$ cat config.mk
export PLATFORM = sky130hd
export DESIGN_NAME = serial_host_port
export DESIGN_NICKNAME = d
export VERILOG_FILES = /design/src/rtl/serial_host_pkg.sv /design/src/rtl/serial_fifo.sv /design/src/rtl/serial_host_dp.sv /design/src/rtl/serial_host_ctrl.sv /design/src/rtl/serial_host_port.sv
export SDC_FILE = /design/constraint.sdc
export NUM_CORES = 1
export LEC_CHECK = 0
export ABC_AREA = 1
export BUFFER_PORTS_ARGS = -buffer_cell sky130_fd_sc_hd__buf_2
export CAP_MARGIN = 15
export CORE_MARGIN = 4
export CORE_UTILIZATION = 55
export CTS_CLUSTER_SIZE = 40
export DETAILED_ROUTE_END_ITERATION = 10
export PLACE_DENSITY = 0.7
export SLEW_MARGIN = 20
export SYNTH_ARGS = -nofsm -noshare
export SYNTH_HDL_FRONTEND = slang
export SYNTH_HIERARCHICAL = 1
export SYNTH_SLANG_ARGS = --single-unit
$ cat constraint.sdc
create_clock -name clk -period 6.1 [get_ports clk]
set_clock_uncertainty 0.2 [all_clocks]
set_input_delay 0.61 -clock clk [delete_from_list [all_inputs] [get_ports clk]]
set_output_delay 0.61 -clock clk [all_outputs]
set_load 0.005 [all_outputs]
$ cat src/rtl/serial_host_pkg.sv
package serial_host_pkg;
  localparam int BYTE_W = 8;
  localparam int REG_W  = 32;
  localparam int IRQ_W  = 3;

  localparam logic [1:0] ADDR_DATA = 2'd0;
  localparam logic [1:0] ADDR_CTRL = 2'd1;
  localparam logic [1:0] ADDR_STAT = 2'd2;
  localparam logic [1:0] ADDR_IEN  = 2'd3;

  localparam int DATA_RX_FLAG = 8;
  localparam int DATA_TX_FLAG = 9;
  localparam int CTRL_HOST_IE = 13;
  localparam int CTRL_TX_BUSY = 14;

  localparam int EV_RX_VALID = 0;
  localparam int EV_TX_LOW   = 1;
  localparam int EV_RX_OVF   = 2;

  typedef struct packed {
    logic              txPush;
    logic              rxPop;
    logic [BYTE_W-1:0] txData;
  } strobe_t;

  typedef struct packed {
    logic              txFull;
    logic              txEmpty;
    logic              rxFull;
    logic              rxEmpty;
    logic [BYTE_W-1:0] rxHead;
    logic              rxStored;
    logic              rxDropped;
    logic              txFellLow;
  } dpStat_t;
endpackage

$ cat src/rtl/serial_fifo.sv
module serial_fifo #(
  parameter int WIDTH = 8,
  parameter int DEPTH = 16,
  localparam int CNT_W = $clog2(DEPTH + 1),
  localparam int PTR_W = (DEPTH > 1) ? $clog2(DEPTH) : 1
) (
  input  logic             clk,
  input  logic             rstN,
  input  logic             push,
  input  logic             pop,
  input  logic [WIDTH-1:0] wrData,
  output logic [WIDTH-1:0] rdData,
  output logic             full,
  output logic             empty,
  output logic [CNT_W-1:0] count
);
  localparam logic [PTR_W-1:0] LAST_PTR = PTR_W'(DEPTH - 1);
  localparam logic [CNT_W-1:0] FULL_CNT = CNT_W'(DEPTH);

  logic [WIDTH-1:0] mem [DEPTH];
  logic [PTR_W-1:0] wrPtr, rdPtr;
  logic             doPush, doPop;

  assign full   = (count == FULL_CNT);
  assign empty  = (count == '0);
  assign doPush = push && !full;
  assign doPop  = pop && !empty;
  assign rdData = mem[rdPtr];

  function automatic logic [PTR_W-1:0] nextPtr(input logic [PTR_W-1:0] p);
    return (p == LAST_PTR) ? '0 : p + PTR_W'(1);
  endfunction

  always_ff @(posedge clk) begin
    if (doPush) mem[wrPtr] <= wrData;
  end

  always_ff @(posedge clk) begin
    if (!rstN) begin
      wrPtr <= '0;
      rdPtr <= '0;
      count <= '0;
    end else begin
      if (doPush) wrPtr <= nextPtr(wrPtr);
      if (doPop)  rdPtr <= nextPtr(rdPtr);
      case ({doPush, doPop})
        2'b10:   count <= count + CNT_W'(1);
        2'b01:   count <= count - CNT_W'(1);
        default: count <= count;
      endcase
    end
  end
endmodule

$ cat src/rtl/serial_host_dp.sv
module serial_host_dp
  import serial_host_pkg::*;
#(
  parameter int FIFO_DEPTH = 16,
  parameter int LOW_MARK   = 2,
  localparam int CNT_W = $clog2(FIFO_DEPTH + 1)
) (
  input  logic              clk,
  input  logic              rstN,
  input  strobe_t           strobe,
  input  logic              txReady,
  output logic [BYTE_W-1:0] txByte,
  output logic              txValid,
  input  logic [BYTE_W-1:0] rxByte,
  input  logic              rxValid,
  output dpStat_t           stat
);
  localparam logic [CNT_W:0] LOW_V = (CNT_W + 1)'(LOW_MARK);

  logic [CNT_W-1:0]  txCount, rxCount;
  logic              txFull, txEmpty, rxFull, rxEmpty;
  logic              txPushEff, txPopEff, rxPushEff;
  logic [BYTE_W-1:0] rxHeadRaw;
  logic [CNT_W:0]    txCountWide, txNextWide;
  logic              unusedRxCount;

  assign txPushEff = strobe.txPush && !txFull;
  assign txPopEff  = txReady && !txEmpty;
  assign rxPushEff = rxValid && !rxFull;
  assign txValid   = !txEmpty;
  assign unusedRxCount = ^rxCount;

  serial_fifo #(.WIDTH(BYTE_W), .DEPTH(FIFO_DEPTH)) txFifo (
    .clk(clk), .rstN(rstN),
    .push(strobe.txPush), .pop(txReady),
    .wrData(strobe.txData), .rdData(txByte),
    .full(txFull), .empty(txEmpty), .count(txCount)
  );

  serial_fifo #(.WIDTH(BYTE_W), .DEPTH(FIFO_DEPTH)) rxFifo (
    .clk(clk), .rstN(rstN),
    .push(rxValid), .pop(strobe.rxPop),
    .wrData(rxByte), .rdData(rxHeadRaw),
    .full(rxFull), .empty(rxEmpty), .count(rxCount)
  );

  always_comb begin
    txCountWide = {1'b0, txCount};
    txNextWide  = txCountWide
                + {{CNT_W{1'b0}}, txPushEff}
                - {{CNT_W{1'b0}}, txPopEff};
  end

  always_comb begin
    stat           = '0;
    stat.txFull    = txFull;
    stat.txEmpty   = txEmpty;
    stat.rxFull    = rxFull;
    stat.rxEmpty   = rxEmpty;
    stat.rxHead    = rxEmpty ? '0 : rxHeadRaw;
    stat.rxStored  = rxPushEff;
    stat.rxDropped = rxValid && rxFull;
    stat.txFellLow = (txCountWide > LOW_V) && (txNextWide <= LOW_V);
  end
endmodule

$ cat src/rtl/serial_host_ctrl.sv
module serial_host_ctrl
  import serial_host_pkg::*;
(
  input  logic             clk,
  input  logic             rstN,
  input  logic [1:0]       regAddr,
  input  logic             regWrEn,
  input  logic [REG_W-1:0] regWrData,
  output logic [REG_W-1:0] regRdData,
  input  logic             shifterBusy,
  input  dpStat_t          stat,
  output strobe_t          strobe,
  output logic             irqOut,
  output logic             hostIe,
  output logic [IRQ_W-1:0] irqStat
);
  logic [IRQ_W-1:0] irqEn;
  logic [IRQ_W-1:0] evSet;
  logic [IRQ_W-1:0] evClr;
  logic             wrData, wrCtrl, wrStat, wrIen;
  logic             txBusy;
  logic             unusedBits;

  assign unusedBits = ^{regWrData[REG_W-1:CTRL_HOST_IE+1],
                        regWrData[CTRL_HOST_IE-1:DATA_TX_FLAG+1],
                        stat.rxFull};

  assign wrData = regWrEn && (regAddr == ADDR_DATA);
  assign wrCtrl = regWrEn && (regAddr == ADDR_CTRL);
  assign wrStat = regWrEn && (regAddr == ADDR_STAT);
  assign wrIen  = regWrEn && (regAddr == ADDR_IEN);

  always_comb begin
    strobe        = '0;
    strobe.txPush = wrData && regWrData[DATA_TX_FLAG];
    strobe.rxPop  = wrData && regWrData[DATA_RX_FLAG];
    strobe.txData = regWrData[BYTE_W-1:0];
  end

  always_comb begin
    evSet              = '0;
    evSet[EV_RX_VALID] = stat.rxStored;
    evSet[EV_TX_LOW]   = stat.txFellLow;
    evSet[EV_RX_OVF]   = stat.rxDropped;
    evClr              = wrStat ? regWrData[IRQ_W-1:0] : '0;
  end

  always_ff @(posedge clk) begin
    if (!rstN) begin
      hostIe  <= 1'b0;
      irqEn   <= '0;
      irqStat <= '0;
    end else begin
      if (wrCtrl) hostIe <= regWrData[CTRL_HOST_IE];
      if (wrIen)  irqEn  <= regWrData[IRQ_W-1:0];
      irqStat <= (irqStat & ~evClr) | evSet;
    end
  end

  assign txBusy = !stat.txEmpty || shifterBusy;
  assign irqOut = hostIe && |(irqStat & irqEn);

  always_comb begin
    regRdData = '0;
    case (regAddr)
      ADDR_DATA: begin
        regRdData[BYTE_W-1:0]  = stat.rxHead;
        regRdData[DATA_RX_FLAG] = !stat.rxEmpty;
        regRdData[DATA_TX_FLAG] = !stat.txFull;
      end
      ADDR_CTRL: begin
        regRdData[CTRL_HOST_IE] = hostIe;
        regRdData[CTRL_TX_BUSY] = txBusy;
      end
      ADDR_STAT: regRdData[IRQ_W-1:0] = irqStat;
      default:   regRdData[IRQ_W-1:0] = irqEn;
    endcase
  end
endmodule

$ cat src/rtl/serial_host_port.sv
module serial_host_port
  import serial_host_pkg::*;
#(
  parameter int FIFO_DEPTH = 16,
  parameter int LOW_MARK   = 2
) (
  input  logic        clk,
  input  logic        rstN,
  input  logic [1:0]  regAddr,
  input  logic        regWrEn,
  input  logic [31:0] regWrData,
  output logic [31:0] regRdData,
  output logic [7:0]  txByte,
  output logic        txValid,
  input  logic        txReady,
  input  logic        shifterBusy,
  input  logic [7:0]  rxByte,
  input  logic        rxValid,
  output logic        irqOut
);
  strobe_t          strobe;
  dpStat_t          dpStat;
  logic             hostIe;
  logic [IRQ_W-1:0] irqStat;

  serial_host_ctrl u_ctrl (
    .clk(clk), .rstN(rstN),
    .regAddr(regAddr), .regWrEn(regWrEn), .regWrData(regWrData),
    .regRdData(regRdData), .shifterBusy(shifterBusy),
    .stat(dpStat), .strobe(strobe), .irqOut(irqOut),
    .hostIe(hostIe), .irqStat(irqStat)
  );

  serial_host_dp #(.FIFO_DEPTH(FIFO_DEPTH), .LOW_MARK(LOW_MARK)) u_dp (
    .clk(clk), .rstN(rstN), .strobe(strobe),
    .txReady(txReady), .txByte(txByte), .txValid(txValid),
    .rxByte(rxByte), .rxValid(rxValid), .stat(dpStat)
  );
endmodule

==> impl_metrics.env, run 1 <==
export IMPL_antenna_left=0
export IMPL_layout_cells_non_filler=1660
export IMPL_grt_use_total=0.197
export IMPL_dieArea_um2=27300
export IMPL_htree_levels=1
export IMPL_cp_max_fo=76
export IMPL_hold_violations=0
export IMPL_io_buffers=48
export IMPL_vias_per_cell=5.34
export IMPL_synthCells=1294
export IMPL_routabilityCongestion=0.886
export IMPL_numCtsBuffers=30
export IMPL_clk_path_buf_depth=3
export IMPL_slew_headroom=0.378
export IMPL_register_area_um2=8520
export IMPL_worst_pin_slew_ns=0.930
export IMPL_cp_required_ns=5.29
export IMPL_overflow=0
export IMPL_min_period_ns=3.80
export IMPL_core_um2=24300
export IMPL_drt_iter0_drc=693
export IMPL_rsz0062_at_grt="no"
export IMPL_setup_violations=0
export IMPL_path_class="reg2out"
export IMPL_hpwlAfterDp_um=16900
export IMPL_rows=57
export IMPL_final_area_um2=14900
export IMPL_fmax_ghz=0.263
export IMPL_place_ws_ns=2.85
export IMPL_cts_tree="done"
export IMPL_die_h_um=165
export IMPL_dr_total_vias=8872
export IMPL_setup_tns_final_ns=0
export IMPL_die_w_um=165
export IMPL_fillCellCount=1919
export IMPL_avgSynthCellArea_um2=10.5
export IMPL_syn_to_final_growth_pct=9.52
export IMPL_routedWlPerCell_um=16.4
export IMPL_hp_class="in2reg"
export IMPL_p_per_area_nw_per_um2=355
export IMPL_grt_pass1_wl_um=42400
export IMPL_startpoint_type="register"
export IMPL_final_core_util=0.613
export IMPL_clock_sinks=297
export IMPL_multi_input_area_um2=3770
export IMPL_dp_cells=1603
export IMPL_cts_resized=0
export IMPL_num_io_pins=90
export IMPL_grt_max_degree=129
export IMPL_grt_pass1_vias=8135
export IMPL_drc=0
export IMPL_syn_area_um2=13600
export IMPL_place_area_um2=13800
export IMPL_fin_nets=1386
export IMPL_critPathCaptureType="primary output"
export IMPL_insertion_delay_ns=0.53
export IMPL_start_util=0.560
export IMPL_status="completed"
export IMPL_yosys_warnings=6
export IMPL_antenna_found_initial=1
export IMPL_clk_pin_slew_ns=0.06
export IMPL_cts_setup_buffers=0
export IMPL_drt_first_pass_iters=5
export IMPL_arrival_ns=2.99
export IMPL_wirelength_um=27200
export IMPL_fin_crit_sh=0.622
export IMPL_finalPower_mw=5.29
export IMPL_drv_slew=0
export IMPL_p_leak_nw=5.80
export IMPL_postCtsHoldBufs=0
export IMPL_drive_above_1_share=0.109
export IMPL_holdWs_ns=0.108
export IMPL_peakVddDrop_v=0.000252
export IMPL_cap_violations=0
export IMPL_cts_root_buf="clkbuf_16"
export IMPL_setup_ws_ns=2.30
## layout make-up
cell class	count	area share
flip-flops and latches	297	0.571
multi-input cells	706	0.253
clock buffers	40	0.0583
inverters	223	0.0563
well taps	324	0.0272
repair buffers	53	0.0189
clock inverters	16	0.0145
diodes	1	0.000168
## power breakdown
group	internal (mW)	leakage, nW	switching [mW]	total, mW
Clock	1.21	0.533	0.738	1.95
Combinational	0.362	2.62	0.675	1.04
Sequential	2.26	2.64	0.0478	2.31
Total	3.83	5.80	1.46	5.29
## placed cells by master, fill, tap and decap left out, types with 2 or more instances in the layout
cell type,n
dfxtp_2,2
nand3b_1,4
nand4_1,6
xor2_1,7
xnor2_1,3
clkinv_1,4
o21ai_1,7
inv_1,219
buf_2,48
clkbuf_16,31
buf_4,4
ha_1,26
clkbuf_8,6
a21oi_1,90
nand3_1,133
inv_6,2
edfxtp_1,256
nor2_1,78
nor3_1,3
o211ai_1,44
dfxtp_1,37
inv_2,3
bufinv_16,5
and3_1,2
nor2_2,5
clkinv_2,3
conb_1,20
nand3_2,2
clkbuf_1,3
o21ai_0,76
nand2_2,3
dfxtp_4,2
nand2_1,171
o211ai_2,20
## worst max-delay path: stages, from the launching register on
cell	delay, ns
dfxtp_4	0.69
buf_4	0.67
o21ai_0	0.23
nand3_1	0.15
nand3_1	0.18
nand2_1	0.12
inv_1	0.05
nor2_1	0.08
inv_1	0.05
nor2_1	0.08
buf_2	0.12
## state kept, by name, summed over array words and instances, names as in the netlist, named ones only
name,cells
u_dp/rxFifo/wrPtr,4
u_dp/rxFifo/rdPtr,4
u_dp/rxFifo/mem,128
u_dp/rxFifo/count,5
u_dp/txFifo/wrPtr,4
u_dp/txFifo/mem,128
u_dp/txFifo/rdPtr,4
u_ctrl/irqEn,3
u_ctrl/hostIe,1
u_dp/txFifo/count,5
u_ctrl/irqStat,3
## per-layer routing
layer,part of all wire,global-route usage
met5,0.00048,0
met3,0.056,0.0263
met2,0.48,0.331
met1,0.44,0.278
met4,0.014,0.0416
## final timing paths
check	from	slack, ns	depth (start not counted)	end
worst max-delay path	register	2.30	10	regRdData[5]
worst max register to register	u_dp/txFifo/count[1]	3.12	16	u_ctrl/irqStat[1]
worst min-delay path	regWrData[13]	0.11	3	u_ctrl/hostIe
worst min register to register	u_ctrl/irqEn[0]	0.27	2	u_ctrl/irqEn[0]
Note: power is estimated with default switching activity, not from simulation.
==> run 2, diff against run 1 <==
Settings changed: PLACE_DENSITY 0.7 to 0.73.
Clock period 6.1 ns to 3.4 ns, I/O delays scaled along.
==> run 2 against run 1 <==
Net effect:
- worst setup slack got worse by 2.0 ns
- clock power rose by 56%
- design area rose by 1.0%
- largest power group unchanged
==> impl_metrics.env, run 2 (same netlist as run 1, synthesis figures left out) <==
export IMPL_status="completed"
export IMPL_antenna_left=0
export IMPL_hold_depth=1
export IMPL_grt_use_total=0.201
export IMPL_met1Wirelength_um=11400
export IMPL_drc=0
export IMPL_routedWlPerCell_um=16.3
export IMPL_cap_violations=0
export IMPL_clk_pin_slew_ns=0.06
export IMPL_hold_start="rxByte[5]"
export IMPL_timing_rr_end="u_ctrl/irqStat[1]"
export IMPL_rows=57
export IMPL_die_w_um=165
export IMPL_arrival_ns=2.52
export IMPL_cts_root_buf="clkbuf_16"
export IMPL_wirelength_um=27600
export IMPL_ff2ff_path_depth=17
export IMPL_numCtsBuffers=30
export IMPL_vias_per_cell=5.37
export IMPL_hp_class="in2reg"
export IMPL_top_layer="met4"
export IMPL_dp_cells=1621
export IMPL_drv_slew=0
export IMPL_cts_tree="done"
export IMPL_met3_length_um=2030
export IMPL_final_core_util=0.619
export IMPL_fmax_ghz=0.327
export IMPL_peakVddDrop_v=0.000596
export IMPL_clk_path_buf_depth=3
export IMPL_htree_levels=1
export IMPL_slew_headroom=0.423
export IMPL_die_h_um=165
export IMPL_dr_total_vias=9070
export IMPL_min_period_ns=3.06
export IMPL_dieArea_um2=27300
export IMPL_setup_violations=0
export IMPL_startpoint_type="register"
export IMPL_io_buffers=48
export IMPL_grt_max_degree=57
export IMPL_top_regs="u_dp/rxFifo/mem x128, u_dp/txFifo/mem x128"
export IMPL_clock_sinks=297
export IMPL_critPathCaptureType="primary output"
export IMPL_rrSetupSlack_ns=0.48
export IMPL_setup_tns_final_ns=0
export IMPL_drt_iter0_drc=826
export IMPL_antenna_found_initial=0
export IMPL_rsz0062_at_grt="no"
export IMPL_final_area_um2=15100
export IMPL_drt_first_pass_iters=5
export IMPL_hold_violations=0
export IMPL_mostFrequentLayoutCell="edfxtp_1"
export IMPL_fin_nets=1417
export IMPL_fin_crit_sh=0.900
export IMPL_cp_required_ns=2.86
export IMPL_overflow=0
export IMPL_fillCellCount=1945
export IMPL_drive_above_1_share=0.112
export IMPL_place_area_um2=14000
export IMPL_syn_to_final_growth_pct=10.6
export IMPL_cp_max_fo=43
export IMPL_rr_startpoint="u_dp/txFifo/count[1]"
export IMPL_hpwlAfterDp_um=17700
export IMPL_start_util=0.560
export IMPL_path_class="reg2out"
export IMPL_layout_cells_non_filler=1690
export IMPL_core_um2=24300
export IMPL_grt_pass1_vias=8507
export IMPL_wl_met2_um=13500
export IMPL_hold_end="u_dp/rxFifo/mem[1][5]"
export IMPL_final_cell_mix="edfxtp_1, inv_1, nand2_1, nand3_1, a21oi_1"
export IMPL_num_io_pins=90
export IMPL_finalPower_mw=9.12
export IMPL_worst_pin_slew_ns=0.862
export IMPL_routabilityCongestion=0.888
export IMPL_insertion_delay_ns=0.54
export IMPL_p_leak_nw=5.88
export IMPL_antennaDiodeCount=0
export IMPL_p_per_area_nw_per_um2=605
export IMPL_grt_pass1_wl_um=43600
[run 2: cell count changes in the layout (fill, tap and decap cells not counted), moves of 4 or more]
cell / delta
clkbuf_1: +4
clkbuf_8: -6
bufinv_16: -4
buf_12: +5
buf_4: +14
clkinv_1: +5
dlygate4sd3_1: +13
[run 2: report_power, final]
group	internal, mW	switching [mW]
combinational	0.697	1.10
sequential	4.05	0.212
clock	1.74	1.31
total	6.49	2.62
[run 2: worst max-delay path: stages (launching register included)]
cell	delay, ns
dfxtp_2	0.63
buf_12	0.28
o211ai_1	0.13
nand3_1	0.16
nand3_1	0.22
nand2_1	0.13
inv_1	0.04
nor2_1	0.10
nand2_1	0.06
nand3_1	0.07
buf_2	0.11
[run 2: how the worst max path moves through the flow]
stage	startpoint	end	slack [ns]	cells after the start
6_report	register	regRdData[0]	0.34	10
5_1_grt	u_dp/txFifo/count[1]	u_ctrl/irqStat[1]	0.17	16
4_1_cts	register	regRdData[0]	0.31	10
3_5_place_dp	regAddr[1]	u_ctrl/irqStat[1]	0.47	16
3_3_place_gp	regAddr[1]	u_ctrl/irqStat[1]	0.53	16
2_1_floorplan	regAddr[0]	u_ctrl/irqStat[1]	0.76	16
[run 2: timing repair]
action,in CTS,in global routing
buffers inserted,0,0
resized for setup,0,0
hold buffers,13,0
endpoints found under the hold margin,108,0
[run 2: layout make-up]
cell class,count,area (µm²),area share
Clock inverter,18,118,0.00781
Timing Repair Buffer,84,606,0.0402
Clock buffer,38,802,0.0533
Inverter,223,840,0.0558
Sequential cell,297,8520,0.566
Multi-Input combinational cell,706,3770,0.250
Tap cell,324,405,0.0269
[run 2: routing by layer]
metal,GRT usage,vias to the layer above
li1,-,4424
met1,0.274,4275
met2,0.342,319
met3,0.0300,52
met4,0.0521,0
met5,0,-
[run 2: stage by stage]
stage | setup slack [ns] | hold slack (ns)
floorplan | 0.764 | 0.237
global placement | 0.528 | 0.251
detailed placement | 0.466 | 0.256
CTS | 0.310 | 0.00221
global route | 0.173 | 0.00696
finish | 0.340 | 0.00478
